**src/rtl/prd_walk_pkg.sv**
```systemverilog
package prd_walk_pkg;

  typedef enum logic [2:0] {
    ST_IDLE,
    ST_FETCH,
    ST_WAIT,
    ST_EVAL,
    ST_SEG
  } walkState_t;

  // strobes from control to datapath
  typedef struct packed {
    logic loadStart;  // pointer <= startAddr
    logic loadDesc;   // capture descriptor fields from read data
    logic advance;    // pointer <= link of current descriptor
  } walkStrobe_t;

endpackage

```
**src/rtl/prd_walk_datapath.sv**
```systemverilog
module prd_walk_datapath
  import prd_walk_pkg::*;
#(
  parameter int ADDR_W     = 32,
  parameter int LEN_W      = 32,
  parameter int MODE_W     = 4,
  parameter int ALIGN_BITS = 3,
  parameter int DESC_W     = 128
) (
  input  logic                    clk,
  input  logic                    rstN,
  input  walkStrobe_t             strobe,
  input  logic [ADDR_W-1:0]       startAddr,
  input  logic [DESC_W-1:0]       rdRspData,
  output logic [ADDR_W-1:0]       descPtr,
  output logic [ADDR_W-1:0]       bufAddr,
  output logic [LEN_W+ALIGN_BITS-1:0] byteCount,
  output logic                    isWrite,
  output logic                    isOrdered,
  output logic [MODE_W-1:0]       modeOut,
  output logic                    isLast,
  output logic                    lenZero,
  output logic                    bufMisaligned,
  output logic                    linkMisaligned,
  output logic                    startMisaligned
);

  localparam int LEN_LO   = ADDR_W;
  localparam int FLAG_LO  = LEN_LO + LEN_W;
  localparam int MODE_LO  = FLAG_LO + 8;
  localparam int LINK_LO  = DESC_W - ADDR_W;
  localparam int BIT_ORD  = 4;
  localparam int BIT_WR   = 5;
  localparam int BIT_LAST = 7;

  logic [ADDR_W-1:0] linkPtr;
  logic [LEN_W-1:0]  lenField;
  logic [7:0]        flagByte;

  always_ff @(posedge clk) begin
    if (!rstN) begin
      descPtr  <= '0;
      bufAddr  <= '0;
      lenField <= '0;
      flagByte <= '0;
      modeOut  <= '0;
      linkPtr  <= '0;
    end else begin
      if (strobe.loadStart) descPtr <= startAddr;
      else if (strobe.advance) descPtr <= linkPtr;
      if (strobe.loadDesc) begin
        bufAddr  <= rdRspData[ADDR_W-1:0];
        lenField <= rdRspData[LEN_LO +: LEN_W];
        flagByte <= rdRspData[FLAG_LO +: 8];
        modeOut  <= rdRspData[MODE_LO +: MODE_W];
        linkPtr  <= rdRspData[LINK_LO +: ADDR_W];
      end
    end
  end

  assign byteCount       = {lenField, {ALIGN_BITS{1'b0}}};
  assign isWrite         = flagByte[BIT_WR];
  assign isOrdered       = flagByte[BIT_ORD];
  assign isLast          = flagByte[BIT_LAST];
  assign lenZero         = (lenField == '0);
  assign bufMisaligned   = |bufAddr[ALIGN_BITS-1:0];
  assign linkMisaligned  = |linkPtr[ALIGN_BITS-1:0];
  assign startMisaligned = |startAddr[ALIGN_BITS-1:0];

endmodule

```
**src/rtl/prd_walk_ctrl.sv**
```systemverilog
module prd_walk_ctrl
  import prd_walk_pkg::*;
(
  input  logic        clk,
  input  logic        rstN,
  input  logic        start,
  input  logic        startMisaligned,
  input  logic        rdReady,
  input  logic        rdRspValid,
  input  logic        segReady,
  input  logic        isLast,
  input  logic        lenZero,
  input  logic        bufMisaligned,
  input  logic        linkMisaligned,
  output walkStrobe_t strobe,
  output logic        rdValid,
  output logic        segValid,
  output logic        busy,
  output logic        done,
  output logic        err
);

  walkState_t state, stateNext;
  logic doneNext, errNext;

  always_comb begin
    stateNext = state;
    strobe    = '0;
    doneNext  = 1'b0;
    errNext   = 1'b0;
    unique case (state)
      ST_IDLE: begin
        if (start) begin
          if (startMisaligned) errNext = 1'b1;
          else begin
            strobe.loadStart = 1'b1;
            stateNext        = ST_FETCH;
          end
        end
      end
      ST_FETCH: if (rdReady) stateNext = ST_WAIT;
      ST_WAIT: begin
        if (rdRspValid) begin
          strobe.loadDesc = 1'b1;
          stateNext       = ST_EVAL;
        end
      end
      ST_EVAL: begin
        if (bufMisaligned || (!isLast && linkMisaligned)) begin
          errNext   = 1'b1;
          stateNext = ST_IDLE;
        end else if (!lenZero) begin
          stateNext = ST_SEG;
        end else if (isLast) begin
          doneNext  = 1'b1;
          stateNext = ST_IDLE;
        end else begin
          strobe.advance = 1'b1;
          stateNext      = ST_FETCH;
        end
      end
      ST_SEG: begin
        if (segReady) begin
          if (isLast) begin
            doneNext  = 1'b1;
            stateNext = ST_IDLE;
          end else begin
            strobe.advance = 1'b1;
            stateNext      = ST_FETCH;
          end
        end
      end
      default: stateNext = ST_IDLE;
    endcase
  end

  always_ff @(posedge clk) begin
    if (!rstN) begin
      state <= ST_IDLE;
      done  <= 1'b0;
      err   <= 1'b0;
    end else begin
      state <= stateNext;
      done  <= doneNext;
      err   <= errNext;
    end
  end

  assign rdValid  = (state == ST_FETCH);
  assign segValid = (state == ST_SEG);
  assign busy     = (state != ST_IDLE);

endmodule

```
**src/rtl/prd_chain_walker.sv**
```systemverilog
module prd_chain_walker
  import prd_walk_pkg::*;
#(
  parameter int ADDR_W     = 32,
  parameter int LEN_W      = 32,
  parameter int MODE_W     = 4,
  parameter int ALIGN_BITS = 3,
  parameter int DESC_W     = 128,
  localparam int BYTES_W   = LEN_W + ALIGN_BITS
) (
  input  logic               clk,
  input  logic               rstN,
  input  logic               start,
  input  logic [ADDR_W-1:0]  startAddr,
  output logic               busy,
  output logic               done,
  output logic               err,
  output logic               rdValid,
  input  logic               rdReady,
  output logic [ADDR_W-1:0]  rdAddr,
  input  logic               rdRspValid,
  input  logic [DESC_W-1:0]  rdRspData,
  output logic               segValid,
  input  logic               segReady,
  output logic [ADDR_W-1:0]  segAddr,
  output logic [BYTES_W-1:0] segBytes,
  output logic               segWrite,
  output logic               segOrdered,
  output logic [MODE_W-1:0]  segMode
);

  walkStrobe_t strobe;
  logic isLast, lenZero, bufMis, linkMis, startMis;

  prd_walk_ctrl u_ctrl (
    .clk(clk), .rstN(rstN), .start(start), .startMisaligned(startMis),
    .rdReady(rdReady), .rdRspValid(rdRspValid), .segReady(segReady),
    .isLast(isLast), .lenZero(lenZero), .bufMisaligned(bufMis),
    .linkMisaligned(linkMis), .strobe(strobe), .rdValid(rdValid),
    .segValid(segValid), .busy(busy), .done(done), .err(err)
  );

  prd_walk_datapath #(
    .ADDR_W(ADDR_W), .LEN_W(LEN_W), .MODE_W(MODE_W),
    .ALIGN_BITS(ALIGN_BITS), .DESC_W(DESC_W)
  ) u_dp (
    .clk(clk), .rstN(rstN), .strobe(strobe), .startAddr(startAddr),
    .rdRspData(rdRspData), .descPtr(rdAddr), .bufAddr(segAddr),
    .byteCount(segBytes), .isWrite(segWrite), .isOrdered(segOrdered),
    .modeOut(segMode), .isLast(isLast), .lenZero(lenZero),
    .bufMisaligned(bufMis), .linkMisaligned(linkMis),
    .startMisaligned(startMis)
  );

endmodule

```
**config.mk**
```make
export PLATFORM = sky130hd
export DESIGN_NAME = prd_chain_walker
export DESIGN_NICKNAME = d
export VERILOG_FILES = /design/src/rtl/prd_walk_pkg.sv /design/src/rtl/prd_walk_datapath.sv /design/src/rtl/prd_walk_ctrl.sv /design/src/rtl/prd_chain_walker.sv
export SDC_FILE = /design/constraint.sdc
export NUM_CORES = 1
export LEC_CHECK = 0
export ABC_AREA = 1
export BUFFER_PORTS_ARGS = -buffer_cell sky130_fd_sc_hd__buf_2
export CAP_MARGIN = 0
export CORE_MARGIN = 3
export CORE_UTILIZATION = 50
export DETAILED_ROUTE_END_ITERATION = 6
export PLACE_DENSITY = 0.91
export SYNTH_ARGS = -nofsm -noshare
export SYNTH_HDL_FRONTEND = slang
export SYNTH_SLANG_ARGS = --single-unit
```
**constraint.sdc**
```tcl
create_clock -name clk -period 4 [get_ports clk]
set_clock_uncertainty 0.1 [all_clocks]
set_input_delay 0.2 -clock clk [delete_from_list [all_inputs] [get_ports clk]]
set_output_delay 0.2 -clock clk [all_outputs]
set_load 0.005 [all_outputs]
```
==> results of run 1 <==
registers in the layout, indices dropped and copies added, names as in the netlist:
| signal | cells |
|---|---|
| u_dp.bufAddr | 32 |
| u_dp.descPtr | 32 |
| u_dp.lenField | 32 |
| u_dp.linkPtr | 32 |
| u_dp.modeOut | 4 |
| u_ctrl.state | 3 |
| u_dp.flagByte | 3 |
| u_ctrl.done | 1 |
| u_ctrl.err | 1 |
final cells by class:
class,instances,area share [%]
clock buffers,26,6.086
diodes,1,0.02991
inverters,115,5.159
repair buffers,340,25.81
well taps,140,2.094
flip-flops and latches,140,33.50
clock inverters,6,1.555
multi-input cells,440,25.77
metal layers:
layer,up-vias,share of wire (%)
met5,-,0.036
met1,2900,38
met2,312,50
met4,2,4.5
met3,73,7.5
li1,3056,-
cell families (layout without fill, tap and decap cells):
family	count (synthesis)	in the layout	synth area share, %
other	1	4	0.06635
DFF	140	140	49.59
buffers and inverters	172	487	12.53
AOI/OAI and AO/OA	271	271	24.09
and+or+nand+nor	166	166	13.73
stage by stage:
step	util [%]	hold slack, ns	std cells	setup slack [ns]
CTS	76.49	0.004612	1207	1.415
detailed placement	62.40	0.3345	1085	1.339
global placement	62.40	0.3291	1085	1.347
global route	76.49	0.01926	1207	1.077
floorplan	-	0.2473	752	2.514
finish	76.51	0.005235	1208	1.326
power groups by stage:
stage / clock (mW) / combinational, mW / sequential [mW]
after floorplan: 0 / 0.0969 / 1.45
after global placement: 0 / 0.192 / 1.45
after detailed placement: 0 / 0.195 / 1.45
after CTS: 1.71 / 0.266 / 1.42
after global routing: 1.78 / 0.304 / 1.42
final: 1.69 / 0.278 / 1.42
synthesized netlist by cell type, drive strengths merged:
library cell,number,area share [%]
o21a,1,0.13
or2,2,0.22
dfxtp,140,50
a22oi,1,0.13
inv,114,7.6
clkinv,1,0.066
buf,20,2.4
nand3b,2,0.27
nor3,4,0.53
o21ai,133,12
nand4,31,3.7
clkbuf,37,2.5
conb,1,0.066
a21oi,136,12
nor2,39,2.7
nand3,4,0.66
nand2,84,5.7
worst reg2reg max path, cell delays in order (launching register included):
cell and delay, ns:
dfxtp_1 0.38, nor2_2 0.22, nand4_4 0.47, inv_2 0.85, nand2_1 0.16, o21ai_0 0.15
nand2_1 0.10, a21oi_1 0.15
worst max-delay path by stage:
stage	to	from	slack, ns
floorplan	u_dp.descPtr[1]	u_ctrl.state[1]	2.51
global placement	u_dp.descPtr[16]	startAddr[2]	1.35
detailed placement	u_dp.descPtr[23]	startAddr[2]	1.34
CTS	u_dp.descPtr[23]	u_ctrl.state[1]	1.41
global route	u_dp.descPtr[10]	u_ctrl.state[1]	1.08
finish	u_dp.descPtr[10]	u_ctrl.state[1]	1.33
timing repair:
item | in CTS | in global routing
hold buffers | 90 | 0
resized for setup | 0 | 0
hold endpoints to repair | 90 | 0
==> reports/results.txt, run 1 <==
status: finished clean
drt pass-1 iters: 7
M1 GR Usage: 33.07%
Worst VDD drop: 0.2962 mV
worst-skew pair later-pin latency: 0.41 ns
Crit Reg-Reg Startpoint: u_ctrl.state[1]
via count: 6,343
Worst Path Required: 4.21 ns
Vias/cell: 5.251
fillers: 732
clk slew on worst S/H paths: 0.06 ns
Worst path most repeated cell: nand2_1
Cell variety after synth: 29
Highest Clock Rate: 374.0 MHz
MaxCap Viol Count: 0
DRT iter0 DRCs: 554
DPL Wire Length: 10.76 mm
crit-path max FO: 59
Pins Over Slew Limit: 0
Slew @ Worst Pin: 1.005 ns
min cycle time layout: 2.674 ns
Post-CTS Setup Inserts: 0
crit path cell chain: nor2_2 > nand4_4 > inv_2 > nand2_1 > o21ai_0 > nand2_1 > a21oi_1
Setup crit end kind: register
IO Count: 276
worst path buffer plus inverter count: 1
layout cell share with drive strength beyond 1: 27.27%
grt peak-use layer: met2
crit-path leading delay family: simple AND/OR/NAND/NOR gates
flop2flop setup slack: 1.33 ns
number of global-route vias before repair: 6,279
Die Ht: 112.3 um
HP Start: rdRspData[109]
synthesis-to-finish area growth: 48.04%
largest net degree at the start of global routing: 110
sequential share of the synthesized area: 49.59%
initial antenna violation count: 1
setup TNS: 0 ns
Syn Inst Count: 750
hold endpoint: u_dp.linkPtr[13]
Multi-input gate area: 0.002156 mm^2
Crit Path Class: reg -> reg
# H-tree levels: 4
Synthesis Warnings: 0
Die W: 112.3 um
PortBufs: 247
total track usage: 30.37%
Power, Total: 3.389 mW
Worst path slowest cell: inv_2
Num CTS Buffers: 17
most frequent cells in the layout: buf_2, dfxtp_1, a21oi_1
Clock Path Buffers: 2
FF/Latch Area: 0.002803 mm^2
Clock Tree Root: clkbuf_16
max incr delay on CP: 0.85 ns
nets: 1,220
net load switching power: 0.7086 mW
power per cell area: 405.0 mW/mm^2
met2 Resource Use GR: 53.40%
first-pass GRT wire length: 30.46 mm
ANT nets after route: 0
sequential power share: 41.9%
CTS tree: yes
Int Power: 2.680 mW
DIE AREA: 0.01261 mm^2
endpoints failing setup: 0
Slew headroom: 32.57%
cell depth of the worst flop-to-flop path: 7
Clk pwr share: 49.9%
Reg-to-Reg End: u_dp.descPtr[10]
routed len/inst: 16.21 um
Worst setup SP type: register
# DRC: 0
commonest non-fill, non-tap cell in the layout: buf_2
Final Cell Area: 0.008367 mm^2
routability congestion estimate: 0.7921
CORE AREA: 0.01094 mm^2
Final period util: 66.84%
Worst EP arrival: 2.89 ns
initial cell density of the core: 51.68%
GRT overflow: 0
RSZ-0062 raised after global routing: false
Hold Vio Cnt, Final: 0
CTS sink cnt: 140
Core Rows: 38
FF+latch count, synth: 140
Stages on worst setup path: 7
final wirelength: 19.58 mm
Post-Synthesis Cell Area: 0.005652 mm^2
switching portion of total power: 20.91%
met3 GRT Util: 8.248%
syn avg cell area: 7.536 um^2
LEAKAGE: 3.690 nW
Hold WC Path Type: in -> reg
logic gate share of total power: 8.2%
Post-Place Cell Area: 0.006824 mm^2
hold path cells: 3
Note: power is estimated with default switching activity, not from simulation.
==> run 2: changes to the inputs <==
- CORE_UTILIZATION: 50 -> 42
- PLACE_DENSITY: 0.91 -> 0.82
- clock period: 4 -> 2.2 ns (I/O delays scaled with it)
==> reports/results.txt, run 2 (same netlist as run 1, synthesis figures left out) <==
setup TNS: 0 ns (unchanged)
Hold WC Path Type: in -> reg
RSZ-0062 raised after global routing: false
synthesis-to-finish area growth: 56.43%
Clock Path Buffers: 2 (unchanged)
min cycle time layout: 1.909 ns (-0.7648 ns)
DIE AREA: 0.01488 mm^2 (+18%)
endpoints failing setup: 0 (unchanged)
DRT iter0 DRCs: 562 (+1.4%)
GRT overflow: 0 (unchanged)
ANT nets after route: 0 (unchanged)
worst-skew pair later-pin latency: 0.41 ns (about the same)
Crit Path Class: reg -> reg
Slew headroom: 63.29% (+31 points)
final wirelength: 19.61 mm (+0.11%)
nets: 1,273 (+4.3%)
DPL Wire Length: 11.07 mm (+2.9%)
routability congestion estimate: 0.8092 (+2.2%)
Core Rows: 41 (+7.9%)
Power, Total: 5.717 mW (+69%)
Clk pwr share: 44.9% (-5.0 points)
Hold Vio Cnt, Final: 0 (unchanged)
first-pass GRT wire length: 30.22 mm (-0.81%)
number of global-route vias before repair: 6,347 (+1.1%)
largest net degree at the start of global routing: 117 (+6.4%)
Clock Tree Root: clkbuf_16
Num CTS Buffers: 17 (unchanged)
CORE AREA: 0.01288 mm^2 (+18%)
CTS tree: yes
# H-tree levels: 4 (unchanged)
Worst EP arrival: 2.10 ns (-0.79 ns)
most frequent cells in the layout: buf_2, dfxtp_1, a21oi_1
clk slew on worst S/H paths: 0.06 ns (about the same)
MaxCap Viol Count: 0 (unchanged)
Die Ht: 122 um (+8.6%)
LEAKAGE: 3.876 nW (+5.0%)
logic gate share of total power: 10.0% (+1.8 points)
total track usage: 25.92% (-4.5 points)
power per cell area: 646.6 mW/mm^2 (+60%)
layout cell share with drive strength beyond 1: 26.83% (-0.44 points)
Setup crit end kind: register
Post-CTS Resized: 0 (unchanged)
Die W: 122 um (+8.6%)
Pins Over Slew Limit: 0 (unchanged)
Vias/cell: 5.021 (-4.4%)
Worst VDD drop: 0.5322 mV (+80%)
initial cell density of the core: 43.89% (-7.8 points)
crit-path max FO: 30 (-49%)
Slew @ Worst Pin: 0.5506 ns (-0.4546 ns)
Worst Path Required: 2.39 ns (-1.82 ns)
via count: 6,482 (+2.2%)
sequential power share: 45.1% (+3.2 points)
IO Count: 276 (unchanged)
initial antenna violation count: 0 (-1)
Worst setup SP type: register
# DRC: 0 (unchanged)
switching portion of total power: 22.61% (+1.7 points)
net load switching power: 1.293 mW (+82%)
CTS sink cnt: 140 (unchanged)
drt pass-1 iters: 5 (-2)
Int Power: 4.424 mW (+65%)
Final period util: 86.77% (+20 points)
PortBufs: 247 (unchanged)
routed len/inst: 15.19 um (-6.3%)
status: finished clean
commonest non-fill, non-tap cell in the layout: buf_2
Highest Clock Rate: 523.9 MHz (+40%)
==> run 2: cell types whose count changed in the layout (fill, tap and decap cells not counted) <==
cell,before,now
clkbuf_1,4,3
dlygate4sd3_1,90,133
bufinv_16,4,0
clkinvlp_4,0,2
buf_12,0,3
clkinv_4,0,1
clkinv_2,2,3
clkbuf_8,5,4
buf_4,3,10
==> run 2: repair_timing <==
action                    4_1_cts  5_1_grt
hold endpoints to repair      134        0
setup buffers                   0        0
hold buffers                  133        0
==> run 2: final cells by class <==
type	count	area, um^2
antenna	1	2.502
clock buffer	24	491.7
clock inverter	6	38.79
fill	978	4035
inverter	115	431.7
multi-input combinational	440	2156
sequential	140	2803
tap	172	215.2
timing repair buffer	393	2703
==> run 2: power groups by stage <==
stage | clock network, mW | registers, mW | logic, mW
2_1_floorplan | 0 | 2.63 | 0.176
3_3_place_gp | 0 | 2.63 | 0.359
3_5_place_dp | 0 | 2.63 | 0.363
4_1_cts | 2.61 | 2.58 | 0.548
5_1_grt | 2.72 | 2.58 | 0.624
6_report | 2.57 | 2.58 | 0.571
==> run 2: critical path, stage by stage (launching register included) <==
cell and delay [ns]:
dfxtp_1 0.46, nor2_2 0.11, nand4_4 0.11, buf_4 0.35
nand3_4 0.38, nand2_1 0.19, a21oi_1 0.07
==> run 2: worst paths after layout <==
path	startpoint	to	slack, ns	depth (start not counted)
min reg2reg	u_dp.bufAddr[28]	u_dp.bufAddr[28]	0.34	2
max reg2reg	u_ctrl.state[1]	u_dp.descPtr[13]	0.29	6
max	u_ctrl.state[1]	u_dp.descPtr[13]	0.29	6
min	startAddr[10]	u_dp.descPtr[10]	0.02	5
==> run 2: per-stage QoR <==
| step | worst slack, ns | hold WS [ns] | util (%) | instances | instance area [um^2] |
|---|---|---|---|---|---|
| floorplan | 0.7135 | 0.1573 | - | 752 | 5659 |
| global placement | 0.3691 | 0.2823 | 54.18 | 1127 | 6977 |
| detailed placement | 0.3209 | 0.2939 | 54.18 | 1127 | 6977 |
| CTS | 0.3132 | 0.003518 | 68.64 | 1290 | 8838 |
| global route | 0.1642 | 0.04069 | 68.64 | 1290 | 8838 |
| finish | 0.2912 | 0.02435 | 68.66 | 1291 | 8841 |
==> run 2: routing by layer <==
layer	share of wire [%]	track usage (%)	wire [um]
met4	4.1	13.59	801
met5	0	0	0
met1	37	27.21	7301
met2	51	46.20	10040
met3	7.4	8.217	1460
